--- src/rtl/psu_seq_pkg.sv ---
package psu_seq_pkg;
  typedef enum logic [1:0] {PH_OFF, PH_RAMP, PH_RUN, PH_FAULT} phase_e;

  localparam int RAIL_N   = 4;
  localparam int RL_BOOST = 0;
  localparam int RL_LOGIC = 1;
  localparam int RL_NEG   = 2;
  localparam int RL_POS   = 3;

  typedef struct packed {
    logic              ref_on;
    logic [RAIL_N-1:0] rail;
    logic              prot_n;
    logic              dly_n;
  } outs_t;

  localparam outs_t OUTS_OFF = '{ref_on: 1'b0, rail: '0, prot_n: 1'b1, dly_n: 1'b1};
endpackage

--- src/rtl/psu_seq_sync.sv ---
module psu_seq_sync #(
  parameter int W = 1
) (
  input  logic         clk,
  input  logic         rst_n,
  input  logic [W-1:0] d_i,
  output logic [W-1:0] q_o
);
  for (genvar i = 0; i < W; i++) begin : g_bit
    logic s1_q, s2_q;
    always_ff @(posedge clk or negedge rst_n) begin
      if (!rst_n) begin
        s1_q <= 1'b0;
        s2_q <= 1'b0;
      end else begin
        s1_q <= d_i[i];
        s2_q <= s1_q;
      end
    end
    assign q_o[i] = s2_q;
  end
endmodule

--- src/rtl/psu_seq_ramp.sv ---
module psu_seq_ramp #(
  parameter int CNT_W    = 8,
  parameter int TOP      = 200,
  parameter int KNEE     = 40,
  parameter int FAST_DIV = 50,
  parameter int SLOW_DIV = 400
) (
  input  logic clk,
  input  logic rst_n,
  input  logic run_i,
  output logic peak_o,
  output logic valley_o
);
  localparam int DIV_MAX = (FAST_DIV > SLOW_DIV) ? FAST_DIV : SLOW_DIV;
  localparam int PRE_W   = $clog2(DIV_MAX + 1);

  logic [CNT_W-1:0] cnt_q, cnt_d;
  logic [PRE_W-1:0] pre_q, pre_d, lim_m1;
  logic             up_q, up_d, step;

  always_comb begin
    lim_m1   = (up_q && cnt_q >= CNT_W'(KNEE)) ? PRE_W'(SLOW_DIV - 1) : PRE_W'(FAST_DIV - 1);
    step     = run_i && (pre_q == lim_m1);
    peak_o   = step && up_q && (cnt_q == CNT_W'(TOP - 1));
    valley_o = step && !up_q && (cnt_q == CNT_W'(1));
    cnt_d    = cnt_q;
    pre_d    = pre_q;
    up_d     = up_q;
    if (!run_i) begin
      cnt_d = '0;
      pre_d = '0;
      up_d  = 1'b1;
    end else if (step) begin
      pre_d = '0;
      if (up_q) begin
        cnt_d = cnt_q + 1'b1;
        if (peak_o) up_d = 1'b0;
      end else begin
        cnt_d = cnt_q - 1'b1;
        if (valley_o) up_d = 1'b1;
      end
    end else begin
      pre_d = pre_q + 1'b1;
    end
  end

  always_ff @(posedge clk or negedge rst_n) begin
    if (!rst_n) begin
      cnt_q <= '0;
      pre_q <= '0;
      up_q  <= 1'b1;
    end else begin
      cnt_q <= cnt_d;
      pre_q <= pre_d;
      up_q  <= up_d;
    end
  end
endmodule

--- src/rtl/psu_seq_uvwatch.sv ---
module psu_seq_uvwatch #(
  parameter int N       = 4,
  parameter int TIMEOUT = 100000
) (
  input  logic         clk,
  input  logic         rst_n,
  input  logic [N-1:0] arm_i,
  input  logic [N-1:0] uv_i,
  output logic         trip_o
);
  localparam int TW = $clog2(TIMEOUT + 1);

  logic [N-1:0] hit;

  for (genvar i = 0; i < N; i++) begin : g_rail
    logic [TW-1:0] cnt_q, cnt_d;
    always_comb begin
      if (!(arm_i[i] && uv_i[i]))        cnt_d = '0;
      else if (cnt_q == TW'(TIMEOUT))    cnt_d = cnt_q;
      else                               cnt_d = cnt_q + 1'b1;
    end
    always_ff @(posedge clk or negedge rst_n) begin
      if (!rst_n) cnt_q <= '0;
      else        cnt_q <= cnt_d;
    end
    assign hit[i] = (cnt_q == TW'(TIMEOUT));
  end

  assign trip_o = |hit;
endmodule

--- src/rtl/psu_seq_ctrl.sv ---
module psu_seq_ctrl
  import psu_seq_pkg::*;
#(
  parameter int CNT_W      = 8,
  parameter int RAMP_TOP   = 200,
  parameter int RAMP_KNEE  = 40,
  parameter int FAST_DIV   = 50,
  parameter int SLOW_DIV   = 400,
  parameter int UV_TIMEOUT = 100000
) (
  input  logic              clk,
  input  logic              rst_n,
  input  logic              en_i,
  input  logic              supply_ok_i,
  input  logic              ref_ok_i,
  input  logic              over_temp_i,
  input  logic              tnode_fault_i,
  input  logic [RAIL_N-1:0] uv_i,
  input  logic              alt_variant_i,
  output logic              ref_on_o,
  output logic              boost_on_o,
  output logic              logic_on_o,
  output logic              neg_on_o,
  output logic              pos_on_o,
  output logic              prot_en_n_o,
  output logic              dly_boost_en_n_o,
  output logic              ready_o,
  output logic              fault_o
);
  localparam int SYNC_W   = 5 + RAIL_N;
  localparam int LAST_RMP = 6;

  logic [SYNC_W-1:0] sync_q;
  logic              en_s, sup_s, ref_s, hot_s, tf_s;
  logic [RAIL_N-1:0] uv_s;

  psu_seq_sync #(.W(SYNC_W)) u_sync (
    .clk(clk), .rst_n(rst_n),
    .d_i({uv_i, tnode_fault_i, over_temp_i, ref_ok_i, supply_ok_i, en_i}),
    .q_o(sync_q)
  );
  assign {uv_s, tf_s, hot_s, ref_s, sup_s, en_s} = sync_q;

  phase_e     phase_q, phase_d;
  logic [2:0] idx_q, idx_d;
  outs_t      outs_q, outs_d;
  logic       peak, valley, uv_trip, fault_now;

  psu_seq_ramp #(
    .CNT_W(CNT_W), .TOP(RAMP_TOP), .KNEE(RAMP_KNEE),
    .FAST_DIV(FAST_DIV), .SLOW_DIV(SLOW_DIV)
  ) u_ramp (
    .clk(clk), .rst_n(rst_n), .run_i(phase_q == PH_RAMP),
    .peak_o(peak), .valley_o(valley)
  );

  psu_seq_uvwatch #(.N(RAIL_N), .TIMEOUT(UV_TIMEOUT)) u_uv (
    .clk(clk), .rst_n(rst_n),
    .arm_i({RAIL_N{phase_q == PH_RUN}}), .uv_i(uv_s), .trip_o(uv_trip)
  );

  // Fault sources: edge checks in ramps 1-2, continuous checks from ramp 2 on.
  always_comb begin
    fault_now = 1'b0;
    if (phase_q == PH_RAMP) begin
      if ((peak || valley) && idx_q <= 3'd2 && (tf_s || !ref_s)) fault_now = 1'b1;
      if (idx_q >= 3'd2 && (hot_s || !ref_s))                    fault_now = 1'b1;
    end
    if (phase_q == PH_RUN && (hot_s || !ref_s || uv_trip))       fault_now = 1'b1;
  end

  always_comb begin
    phase_d = phase_q;
    idx_d   = idx_q;
    outs_d  = outs_q;
    if (!en_s || !sup_s) begin
      phase_d = PH_OFF;
      idx_d   = '0;
      outs_d  = OUTS_OFF;
    end else begin
      unique case (phase_q)
        PH_OFF: begin
          phase_d       = PH_RAMP;
          idx_d         = 3'd1;
          outs_d.ref_on = 1'b1;
        end
        PH_RAMP: begin
          if (fault_now) begin
            phase_d = PH_FAULT;
            outs_d  = OUTS_OFF;
          end else begin
            if (peak) begin
              if (idx_q == 3'd2) outs_d.prot_n        = 1'b0;
              if (idx_q == 3'd4) outs_d.rail[RL_NEG]  = 1'b1;
              if (idx_q == 3'd5) outs_d.dly_n         = 1'b0;
            end
            if (valley) begin
              if (idx_q == 3'(LAST_RMP)) phase_d = PH_RUN;
              else                       idx_d   = idx_q + 1'b1;
              if (idx_q == 3'd2) begin
                outs_d.rail[RL_BOOST] = 1'b1;
                outs_d.rail[RL_LOGIC] = 1'b1;
              end
              if (idx_q == 3'(LAST_RMP - 1)) outs_d.rail[RL_POS] = 1'b1;
            end
          end
        end
        PH_RUN: begin
          if (fault_now) begin
            phase_d = PH_FAULT;
            outs_d  = OUTS_OFF;
          end
        end
        default: ;
      endcase
    end
  end

  always_ff @(posedge clk or negedge rst_n) begin
    if (!rst_n) begin
      phase_q <= PH_OFF;
      idx_q   <= '0;
      outs_q  <= OUTS_OFF;
    end else begin
      phase_q <= phase_d;
      idx_q   <= idx_d;
      outs_q  <= outs_d;
    end
  end

  assign ref_on_o         = alt_variant_i ? sup_s : outs_q.ref_on;
  assign logic_on_o       = alt_variant_i ? (sup_s && phase_q != PH_FAULT) : outs_q.rail[RL_LOGIC];
  assign boost_on_o       = outs_q.rail[RL_BOOST];
  assign neg_on_o         = outs_q.rail[RL_NEG];
  assign pos_on_o         = outs_q.rail[RL_POS];
  assign prot_en_n_o      = outs_q.prot_n;
  assign dly_boost_en_n_o = outs_q.dly_n;
  assign ready_o          = (phase_q == PH_RUN);
  assign fault_o          = (phase_q == PH_FAULT);
endmodule

--- config.mk ---
export PLATFORM = sky130hd
export DESIGN_NAME = psu_seq_ctrl
export DESIGN_NICKNAME = d
export VERILOG_FILES = /design/src/rtl/psu_seq_pkg.sv /design/src/rtl/psu_seq_sync.sv /design/src/rtl/psu_seq_ramp.sv /design/src/rtl/psu_seq_uvwatch.sv /design/src/rtl/psu_seq_ctrl.sv
export SDC_FILE = /design/constraint.sdc
export NUM_CORES = 1
export LEC_CHECK = 0
export BUFFER_PORTS_ARGS = -buffer_cell sky130_fd_sc_hd__buf_2
export CORE_MARGIN = 2
export CORE_UTILIZATION = 45
export CTS_BUF_LIST = sky130_fd_sc_hd__clkbuf_4
export CTS_CLUSTER_DIAMETER = 60
export DETAILED_ROUTE_END_ITERATION = 8
export MAX_ROUTING_LAYER = met4
export PLACE_DENSITY = 0.62
export SYNTH_ARGS = -nofsm -noshare
export SYNTH_HDL_FRONTEND = slang
export SYNTH_HIERARCHICAL = 1
export SYNTH_SLANG_ARGS = --single-unit
--- constraint.sdc ---
create_clock -name clk -period 2.9 [get_ports clk]
set_input_delay 0.29 -clock clk [delete_from_list [all_inputs] [get_ports clk]]
set_output_delay 0.29 -clock clk [all_outputs]
set_load 0.02 [all_outputs]
-- After elaboration in Yosys (flattened, before gate mapping)
Index checks and enable logic that the tools add are counted.
- add/sub/neg operators: 8
- $lt $le $gt $ge: 3
- equality and inequality tests: 31
- multiplexer cells: 51
- reduce and logical (&&, ||, !) cells: 37
- operators by type and width (operator ; count):
    two-way mux 17 bit ; 8
    adder 17 x 1 -> 17 bit, second input constant ; 4
    == test 17 bit, second input constant ; 4
    AND reduction 4 bit ; 7
    two-way mux 9 bit ; 3
    two-way mux 8 bit ; 3
    inequality test 4 bit, second input constant ; 6
    two-way mux 1 bit ; 18
    two-way mux 2 bit ; 8
    logical AND 1 bit ; 15
    two-way mux 7 bit ; 2
    two-way mux 3 bit ; 4
    inequality test 2 bit, second input constant ; 6
    inequality test 3 bit, second input constant ; 4
    case mux 6 bit (2 select lines) ; 1
    adder 9 x 1 -> 9 bit, second input constant ; 1
    == test 3 bit, second input constant ; 3
    == test 9 bit ; 1
    adder 8 x 1 -> 8 bit, second input constant ; 1
    == test 8 x 1 -> 1 bit, second input constant ; 1
    == test 8 bit, second input constant ; 1
    >= comparator 8 x 6 -> 1 bit, second input constant ; 1
    subtractor 8 x 1 -> 8 bit, second input constant ; 1
    two-way mux 6 bit ; 1
    other kinds (17) ; 26
- register bits after elaboration: 116
- input port bits: 12
- logic and storage cells: 163

-- Logic depth before layout (Yosys ltp)
Gate-level depths: netlist (run 1).
- word-level depth: 17
- gate-level depth with buffers: 12

-- Hierarchy
The synthesis (run 1) kept the hierarchy.
- by module, submodules not included (module ; instances ; cells each ; area each (um^2) ; sequential area each (um^2)):
    psu_seq_uvwatch ; 1 ; 374 ; 3646.0 ; 1701.6
    psu_seq_ramp ; 1 ; 122 ; 1099.8 ; 451.7
    psu_seq_ctrl ; 1 ; 106 ; 932.1 ; 277.8
    psu_seq_sync ; 1 ; 27 ; 518.0 ; 450.4

-- Worst setup path after synthesis (run 1)
OpenSTA, ideal clock, no wires.
- kind: reg-to-reg
- start point: reg u_ramp.pre_q[3]
- end point: reg outs_q, in the netlist pos_on_o
- setup time: 131 ps
- arrival time: 3044 ps
- data required time: 2769 ps
- slack: -275 ps
- cell stages (with the launch flop): 12
- period minus slack after synthesis: 3175 ps
- path through: dfrtp_1 or4_1 nor3_2 mux2i_1 or4_4 nor3_1 nor2_1 or4_4 buf_6 o21ai_4 o21ai_2 a21boi_0
- longest elaborated chain between the ends: 14
- RTL lines (what ; line ; source):
    start, declared ; psu_seq_ramp.sv:18 ; logic [PRE_W-1:0] pre_q, pre_d, lim_m1;
    start signal, assigned ; psu_seq_ramp.sv:54 ; pre_q <= pre_d;
    == test 9 bit (*) ; psu_seq_ramp.sv:23 ; step = run_i && (pre_q == lim_m1);
    logical AND 1 bit (*) ; psu_seq_ramp.sv:23 ;
    logical AND 1 bit (*) (2 in series) ; psu_seq_ramp.sv:25 ; valley_o = step && !up_q && (cnt_q == CNT_W'(1));
    via valley ; psu_seq_ctrl.sv:47 ; logic peak, valley, uv_trip, fault_now;
    logical OR 1 bit ; psu_seq_ctrl.sv:66 ; if ((peak || valley) && idx_q <= 3'd2 && (tf_s || !ref_s)) fault_now = 1'b1;
    logical AND 1 bit (2 in series) ; psu_seq_ctrl.sv:66 ;
    two-way mux 1 bit ; psu_seq_ctrl.sv:66 ;
    two-way mux 1 bit ; psu_seq_ctrl.sv:67 ; if (idx_q >= 3'd2 && (hot_s || !ref_s)) fault_now = 1'b1;
    two-way mux 1 bit ; psu_seq_ctrl.sv:65 ; if (phase_q == PH_RAMP) begin
    two-way mux 1 bit ; psu_seq_ctrl.sv:69 ; if (phase_q == PH_RUN && (hot_s || !ref_s || uv_trip)) fault_now = 1'b1;
    two-way mux 6 bit ; psu_seq_ctrl.sv:88 ; if (fault_now) begin
    case mux 6 bit (2 select lines) ; psu_seq_ctrl.sv:81 ; unique case (phase_q)
    two-way mux 7 bit ; psu_seq_ctrl.sv:76 ; if (!en_s || !sup_s) begin
    end signal, assigned ; psu_seq_ctrl.sv:127 ; outs_q <= outs_d;
    end, declared ; psu_seq_ctrl.sv:46 ; outs_t outs_q, outs_d;
Mark *: on every way through the listed nets, which the timed path passes. The rest lies on a longest branch.
A chain may end at the register's enable or synchronous reset.

-- Worst setup path after layout (run 1)
- start point: reg u_ramp.pre_q[3]
- end point: reg idx_q[2]
- longest elaborated chain between the ends: 13
- RTL lines (what ; line ; source):
    == test 9 bit (*) ; psu_seq_ramp.sv:23 ;
    logical AND 1 bit (*) ; psu_seq_ramp.sv:23 ;
    logical AND 1 bit (*) (2 in series) ; psu_seq_ramp.sv:25 ;
    via valley ; psu_seq_ctrl.sv:47 ;
    logical OR 1 bit ; psu_seq_ctrl.sv:66 ;
    logical AND 1 bit (2 in series) ; psu_seq_ctrl.sv:66 ;
    two-way mux 1 bit ; psu_seq_ctrl.sv:66 ;
    two-way mux 1 bit ; psu_seq_ctrl.sv:67 ;
    two-way mux 1 bit ; psu_seq_ctrl.sv:65 ;
    two-way mux 1 bit ; psu_seq_ctrl.sv:69 ;
    inequality test 3 bit (no source line) ; n/a ;
    AND reduction 4 bit (no source line) (*) ; n/a ;
    end signal, assigned ; psu_seq_ctrl.sv:126 ; idx_q <= idx_d;
    end, declared ; psu_seq_ctrl.sv:45 ; logic [2:0] idx_q, idx_d;
Marked as above.

==> run_results.csv, run 1 <==
group,metric,value,unit
clocking,cts_buffer_depth,2,
detailed_routing,antenna_left,0,
sta,layout_min_cycle_time,2.96,ns
sta,hold_viol,0,
setup_path,worstSetupPathType,"flop to flop",
power,irDropWorstVdd,0.000360,V
global_route,grt_pass1_vias,4572,
setup_path,cp_slowest_cell,"or4_4",
hold_path,hold_class,"flop to flop",
logic_synthesis,syn_avg_cell_area,9.85,µm²
sta,skew,0.0131,ns
die,dieArea,14700,µm²
setup_path,slowest_delay,0.55,ns
outcome,failed_checks,"setup timing",
logic_synthesis,synth_top_area_share,45.2,%
power,comb_power_share,16.5,%
power,power.internal,2.24,mW
logic_synthesis,synth.distinct_cells,72,
placement,hpwl,8.57,mm
power,clockPowerShare,29.6,%
logic_synthesis,syn_nets,662,
power,power_density,458,nW/µm²
setup_path,crit_fanout,6,
logic_synthesis,synth_compound_area_share,9.31,%
global_route,grt_remaining_overflow,0,
die,dieHeight,121,µm
power,power_leakage,2.81,nW
die,core_area,13300,µm²
setup_path,end_kind,"flop",
detailed_routing,wire_per_inst,14.3,µm
logic_synthesis,synth_mux_area_share,1.82,%
clocking,cts-htree-levels,4,
logic_synthesis,yosys_warnings,6,
logic_synthesis,synth_ff_type,"dfrtp_1",
final_layout,fin_cells,861,
setup_path,critical-path-top-delay-family,"simple AND/OR/NAND/NOR gates",
setup_path,worst_ep_required_time,3.33,ns
detailed_routing,drt_pass1_iterations,4,
detailed_routing,vias,4806,
setup_path,critPathArrivalTime,3.39,ns
placement,pre_cts_ws,-0.0853,ns
global_route,grt_pass1_wl,21.5,mm
detailed_routing,top_layer_used,"met4",
clocking,clk_latency,0.51,ns
detailed_routing,routed_via_density,5.58,
power,seqPwrFrac,54.0,%
detailed_routing,wl_met1,6.04,mm
outcome,status,"finished with violations",
setup_path,critPathMostFrequentCell,"or4_4",
logic_synthesis,synthXorXnorAreaFrac,7.35,%
global_route,antenna_found_initial,1,
clocking,cts.sinks,115,
job,max_cap_viol_count,0,
final_layout,drive_above_1_share,15.8,%
logic_synthesis,synthTopCellsByArea,"dfrtp_1 (45%), nor2_1 (5.0%), xnor2_1 (4.5%)",
detailed_routing,drt_drc_violations_left,0,
sta,worst_pin_slew,0.836,ns
logic_synthesis,synthArstFlopShare,100,%
die,io_pins,21,
clocking,cts_tree,"yes",
sta,fmax,338,MHz
sta,setup_viol,4,
clocking,root_buffer,"clkbuf_4",
clocking,clk_pin_slew,0.09,ns
detailed_routing,drt-total-wl,12.3,mm
final_layout,final_area,6910,µm²
logic_synthesis,netlist_area,6200,µm²
detailed_routing,route.met3.wl,399,µm
die,start_util,46.4,%
logic_synthesis,synth-edff-count,0,
power,swShare,29.2,%
logic_synthesis,yosysTopAreaCell,"dfrtp_1",
placement,placed_cell_area,6540,µm²
die,rows,42,
die,dieWidth,121,µm
detailed_routing,wl_met2,5.71,mm
placement,globalplace.congestion,0.859,
sta,rsz0062_at_grt,"true",
power,switching_power,0.923,mW
logic_synthesis,synth_top_family_by_area,"simple AND/OR/NAND/NOR gates",
sta,period_share,102,%
global_route,grt_usage,18.9,%
setup_path,crit_path_start_kind,"flop",
logic_synthesis,yosysSeqAreaShare,46.5,%
sta,setup_ws,-0.0552,ns
placement,dp_cells,820,
power,p_total,3.16,mW
final_layout,finalNetCount,707,
sta,relSlewSlack,44.2,%
logic_synthesis,syn_inst,629,
setup_path,crit_buf_inv,0,
global_route,grt_max_degree,67,
detailed_routing,drt-initial-drc-count,411,
placement,port_buffers,20,
logic_synthesis,synth_seq_cells,115,
setup_path,crit_path_cell_trace,"or4_4 > nor3_2 > mux2i_2 > or4_4 > nor3_4 > nor2_2 > or4_4 > and3b_4 > a21o_1 > a21oi_2",
logic_synthesis,synth-simple-area-share,26.6,%
clocking,cts_buffers,17,
sta,slew_violations,0,
logic_synthesis,synth_fa_ha_area_share,4.24,%
final_layout,area_growth,11.6,%
-- power by group through the flow --
stage	Combinational [mW]	Sequential (mW)	Clock [mW]
floorplan	0.316	1.74	0
global placement	0.480	1.74	0
detailed placement	0.488	1.74	0
CTS	0.515	1.71	0.980
global route	0.579	1.72	1.06
finish	0.521	1.71	0.935
-- metal layers --
layer / track usage [%] / vias to the layer above
li1: - / 2332
met1: 24.8 / 2373
met2: 28.2 / 86
met3: 4.84 / 15
met4: 7.33 / 0
met5: - / -
-- final timing paths --
kind                                             to                 start  cells after the start  slack, ns
max reg2reg                                idx_q[2]       u_ramp/pre_q[3]                     10      -0.06
min in group asynchronous  u_uv/g_rail[1].cnt_q[16]                 rst_n                      2       0.41
max in group asynchronous   u_uv/g_rail[0].cnt_q[9]                 rst_n                      3       1.73
min                            u_sync/g_bit[2].s2_q  u_sync/g_bit[2].s1_q                      0       0.35
min reg2reg                    u_sync/g_bit[2].s2_q  u_sync/g_bit[2].s1_q                      0       0.35
max                                        idx_q[2]       u_ramp/pre_q[3]                     10      -0.06
-- cell type report --
cell class	count	area, µm²
Fill cell	1241	6440
Multi-Input combinational cell	461	3130
Sequential cell	115	2880
Timing Repair Buffer	49	358
Tap cell	176	220
Clock buffer	18	135
Inverter	30	113
Clock inverter	11	72.6
Antenna cell	1	2.50
-- layout by cell type (no fill, tap or decap), types with 11 or more instances in the layout --
master,instances
nor2_1,81
buf_2,19
nor3_1,14
inv_1,30
nand3_1,42
xnor2_1,32
buf_4,19
nand2b_1,11
o21ai_0,14
nand4_1,19
ha_1,21
nand2_1,33
clkbuf_4,18
dfrtp_1,112
a21oi_1,25
xor2_1,20
nor4_1,11
-- repair_timing --
item,CTS,global route
hold endpoints to repair,70,0
pin swaps,0,2
endpoints found under the setup margin,9,11
hold buffers,10,0
buffers inserted,1,0
gates resized for setup,7,5
-- cell usage after synthesis (5+ instances only) --
cell type  count
a31o_2         6
a21oi_1       26
nand4_1       19
inv_1         30
xor2_1        20
xnor2_1       32
clkbuf_1       8
and3_1         5
nand2b_1      11
nand3b_1       7
nor2_1        82
or3_1          9
nor4_1        12
nor3_1        16
o21ai_0       14
or4_1          6
dfrtp_1      112
mux2i_1        9
ha_1          21
nor4bb_1       8
nand2_1       34
buf_4          9
nand3_1       44
-- through the flow --
stage	setup TNS, ns	hold slack, ns	util (%)
2_1_floorplan	-0.401	-0.00559	-
3_3_place_gp	-0.0676	0.334	49.0
3_5_place_dp	-0.237	0.336	49.0
4_1_cts	-0.137	0.356	51.6
5_1_grt	-1.14	0.351	51.8
6_report	-0.122	0.354	51.8
-- cells by family after synthesis --
kind of cell               count (synthesis)
and+or+nand+nor                          292
DFF                                      115
adders and majority gates                 21
muxes                                     11
buffers and inverters                     53
AOI/OAI and AO/OA                         85
xor gates and xnor gates                  52
-- sequential cells by signal, summed over array words and instances, names as in the netlist, 2 cells and up --
name and flops:
u_sync/g_bit.s1_q 9, u_ramp/cnt_q 8, u_sync/g_bit.s2_q 9, u_uv/g_rail.cnt_q 68, u_ramp/pre_q 9, phase_q 2
idx_q 3
Power figures use the tool's default switching activity.
==> run 2, diff against run 1 <==
REMOVE_ABC_BUFFERS = 1   (was unset)
==> run_results.csv, run 2 (same netlist as run 1, synthesis figures left out) <==
group,metric,value,unit
sta,relSlewSlack,60.2,%
detailed_routing,drt-initial-drc-count,287,
sta,layout_min_cycle_time,3.00,ns
setup_path,critPathMostFrequentCell,"or4_4",
hold_path,hold_class,"primary input to async pin",
clocking,clk_pin_slew,0.12,ns
detailed_routing,vias,4836,
power,power_density,502,nW/µm²
setup_path,crit_fanout,6,
global_route,grt_pass1_wl,22.5,mm
final_layout,largest_reg_flops,68,
detailed_routing,drt-total-wl,12.8,mm
sta,worst_pin_slew,0.597,ns
setup_path,r2r_slack,-0.1,ns
final_layout,finalNetCount,715,
power,swShare,27.8,%
die,core_area,13300,µm²
detailed_routing,antenna_left,0,
clocking,cts_buffers,17,
setup_path,rr_endpoint,"idx_q[2]",
setup_path,slowest_delay,0.55,ns
setup_path,worstSetupPathType,"flop to flop",
final_layout,drive_above_1_share,17.6,%
final_layout,final_area,7080,µm²
sta,hold_viol,0,
die,start_util,46.4,%
final_layout,area_growth,14.3,%
setup_path,crit_path_cell_trace,"or4_4 > nor3_4 > mux2i_2 > or4_4 > nor3_4 > nor2_2 > or4_4 > and3b_4 > a21o_1 > a21oi_2",
clocking,cts-htree-levels,4,
power,p_total,3.55,mW
placement,globalplace.congestion,0.878,
outcome,status,"finished with violations",
setup_path,worstSetupStartpoint,"u_ramp/pre_q[2]",
global_route,grt_remaining_overflow,0,
sta,slew_violations,0,
sta,fmax,333,MHz
clocking,cts_tree,"yes",
detailed_routing,routed_via_density,5.55,
setup_path,critPathArrivalTime,3.44,ns
detailed_routing,drt_drc_violations_left,0,
placement,placed_cell_area,6570,µm²
clocking,cts_buffer_depth,2,
die,io_pins,21,
detailed_routing,wire_per_inst,14.7,µm
setup_path,worst_ep_required_time,3.34,ns
global_route,antenna_found_initial,1,
final_layout,final_common_cell,"dfrtp_1",
global_route,grt_max_degree,73,
clocking,cts.sinks,115,
power,clockPowerShare,36.9,%
placement,hpwl,8.77,mm
power,power_leakage,2.90,nW
detailed_routing,drt_pass1_iterations,4,
sta,setup_ws,-0.0996,ns
final_layout,fillers,1217,
power,seqPwrFrac,48.1,%
global_route,grt_pass1_vias,4803,
setup_path,cp_slowest_cell,"or4_4",
sta,period_share,103,%
clocking,clk_latency,0.51,ns
setup_path,end_kind,"flop",
setup_path,reg2reg_depth,10,
clocking,root_buffer,"clkbuf_4",
die,rows,42,
die,dieArea,14700,µm²
power,irDropWorstVdd,0.000285,V
setup_path,r2r_start,"u_ramp/pre_q[2]",
die,dieHeight,121,µm
outcome,failed_checks,"setup timing",
final_layout,final_cell_mix,"dfrtp_1 (112), nor2_1 (81), nand3_1 (42)",
setup_path,crit_path_start_kind,"flop",
power,comb_power_share,14.9,%
sta,skew,0.0204,ns
power,switching_power,0.987,mW
die,dieWidth,121,µm
job,max_cap_viol_count,0,
final_layout,regMostFlops,"u_uv/g_rail.cnt_q",
placement,port_buffers,20,
sta,rsz0062_at_grt,"true",
power,power.internal,2.57,mW
sta,setup_viol,10,
global_route,grt_usage,19.5,%
-- run 2: worst max-delay path by stage --
stage	to	slack, ns	cells past startpoint
finish	idx_q[2]	-0.1	10
CTS	idx_q[2]	-0.11	10
floorplan	pos_on_o	-0.37	10
detailed placement	idx_q[0]	-0.29	10
global route	idx_q[2]	-0.21	10
global placement	idx_q[0]	-0.21	10
-- run 2: metrics by stage --
stage / TNS, ns / instances / hold slack, ns / setup WS, ns / util, %
final: -0.558 / 872 / 0.319 / -0.0996 / 53.1
after global routing: -1.83 / 872 / 0.344 / -0.212 / 53.1
after CTS: -0.523 / 871 / 0.299 / -0.107 / 52.9
after detailed placement: -2.29 / 826 / 0.335 / -0.291 / 49.2
after global placement: -1.62 / 826 / 0.332 / -0.213 / 49.2
after floorplan: -3.30 / 606 / -0.00559 / -0.369 / -
-- run 2: cell type report --
class	instances	area, µm²	share of cell area [%]
flip-flops and latches	115	2880	40.7
well taps	176	220	3.11
repair buffers	57	418	5.90
inverters	30	113	1.59
multi-input cells	461	3130	44.2
diodes	1	2.50	0.0353
clock buffers	21	158	2.23
clock inverters	11	160	2.26
-- run 2: what timing repair did --
| action | CTS | global route |
|---|---|---|
| hold endpoints to repair | 49 | 0 |
| endpoints found under the setup margin | 11 | 11 |
| gates cloned | 0 | 0 |
| pin swaps | 7 | 1 |
| gates resized for setup | 12 | 3 |
| setup buffers | 3 | 0 |
| hold buffers | 10 | 0 |
-- run 2: metal layers --
layer	GRT usage, %	part of all wire [%]	vias to the layer above	wire, µm
met5	-	0	-	0
met4	7.18	1.4	0	182
met3	3.95	3.0	12	386
met2	31.0	49	92	6260
met1	24.9	47	2393	6000
li1	-	-	2339	-
-- run 2: critical path, delay by kind of cell (launching register included) --
| kind | cells | cell delay [ns] |
|---|---|---|
| compound gates | 2 | 0.28 |
| mux | 1 | 0.10 |
| simple gates | 7 | 2.14 |
| flops | 1 | 0.40 |
-- run 2: power groups by stage --
stage               Clock (mW)  Sequential (mW)  Combinational (mW)
floorplan                    0             1.75               0.288
global placement             0             1.74               0.480
detailed placement           0             1.74               0.491
CTS                       1.36             1.71               0.530
global route              1.43             1.72               0.592
finish                    1.31             1.71               0.531
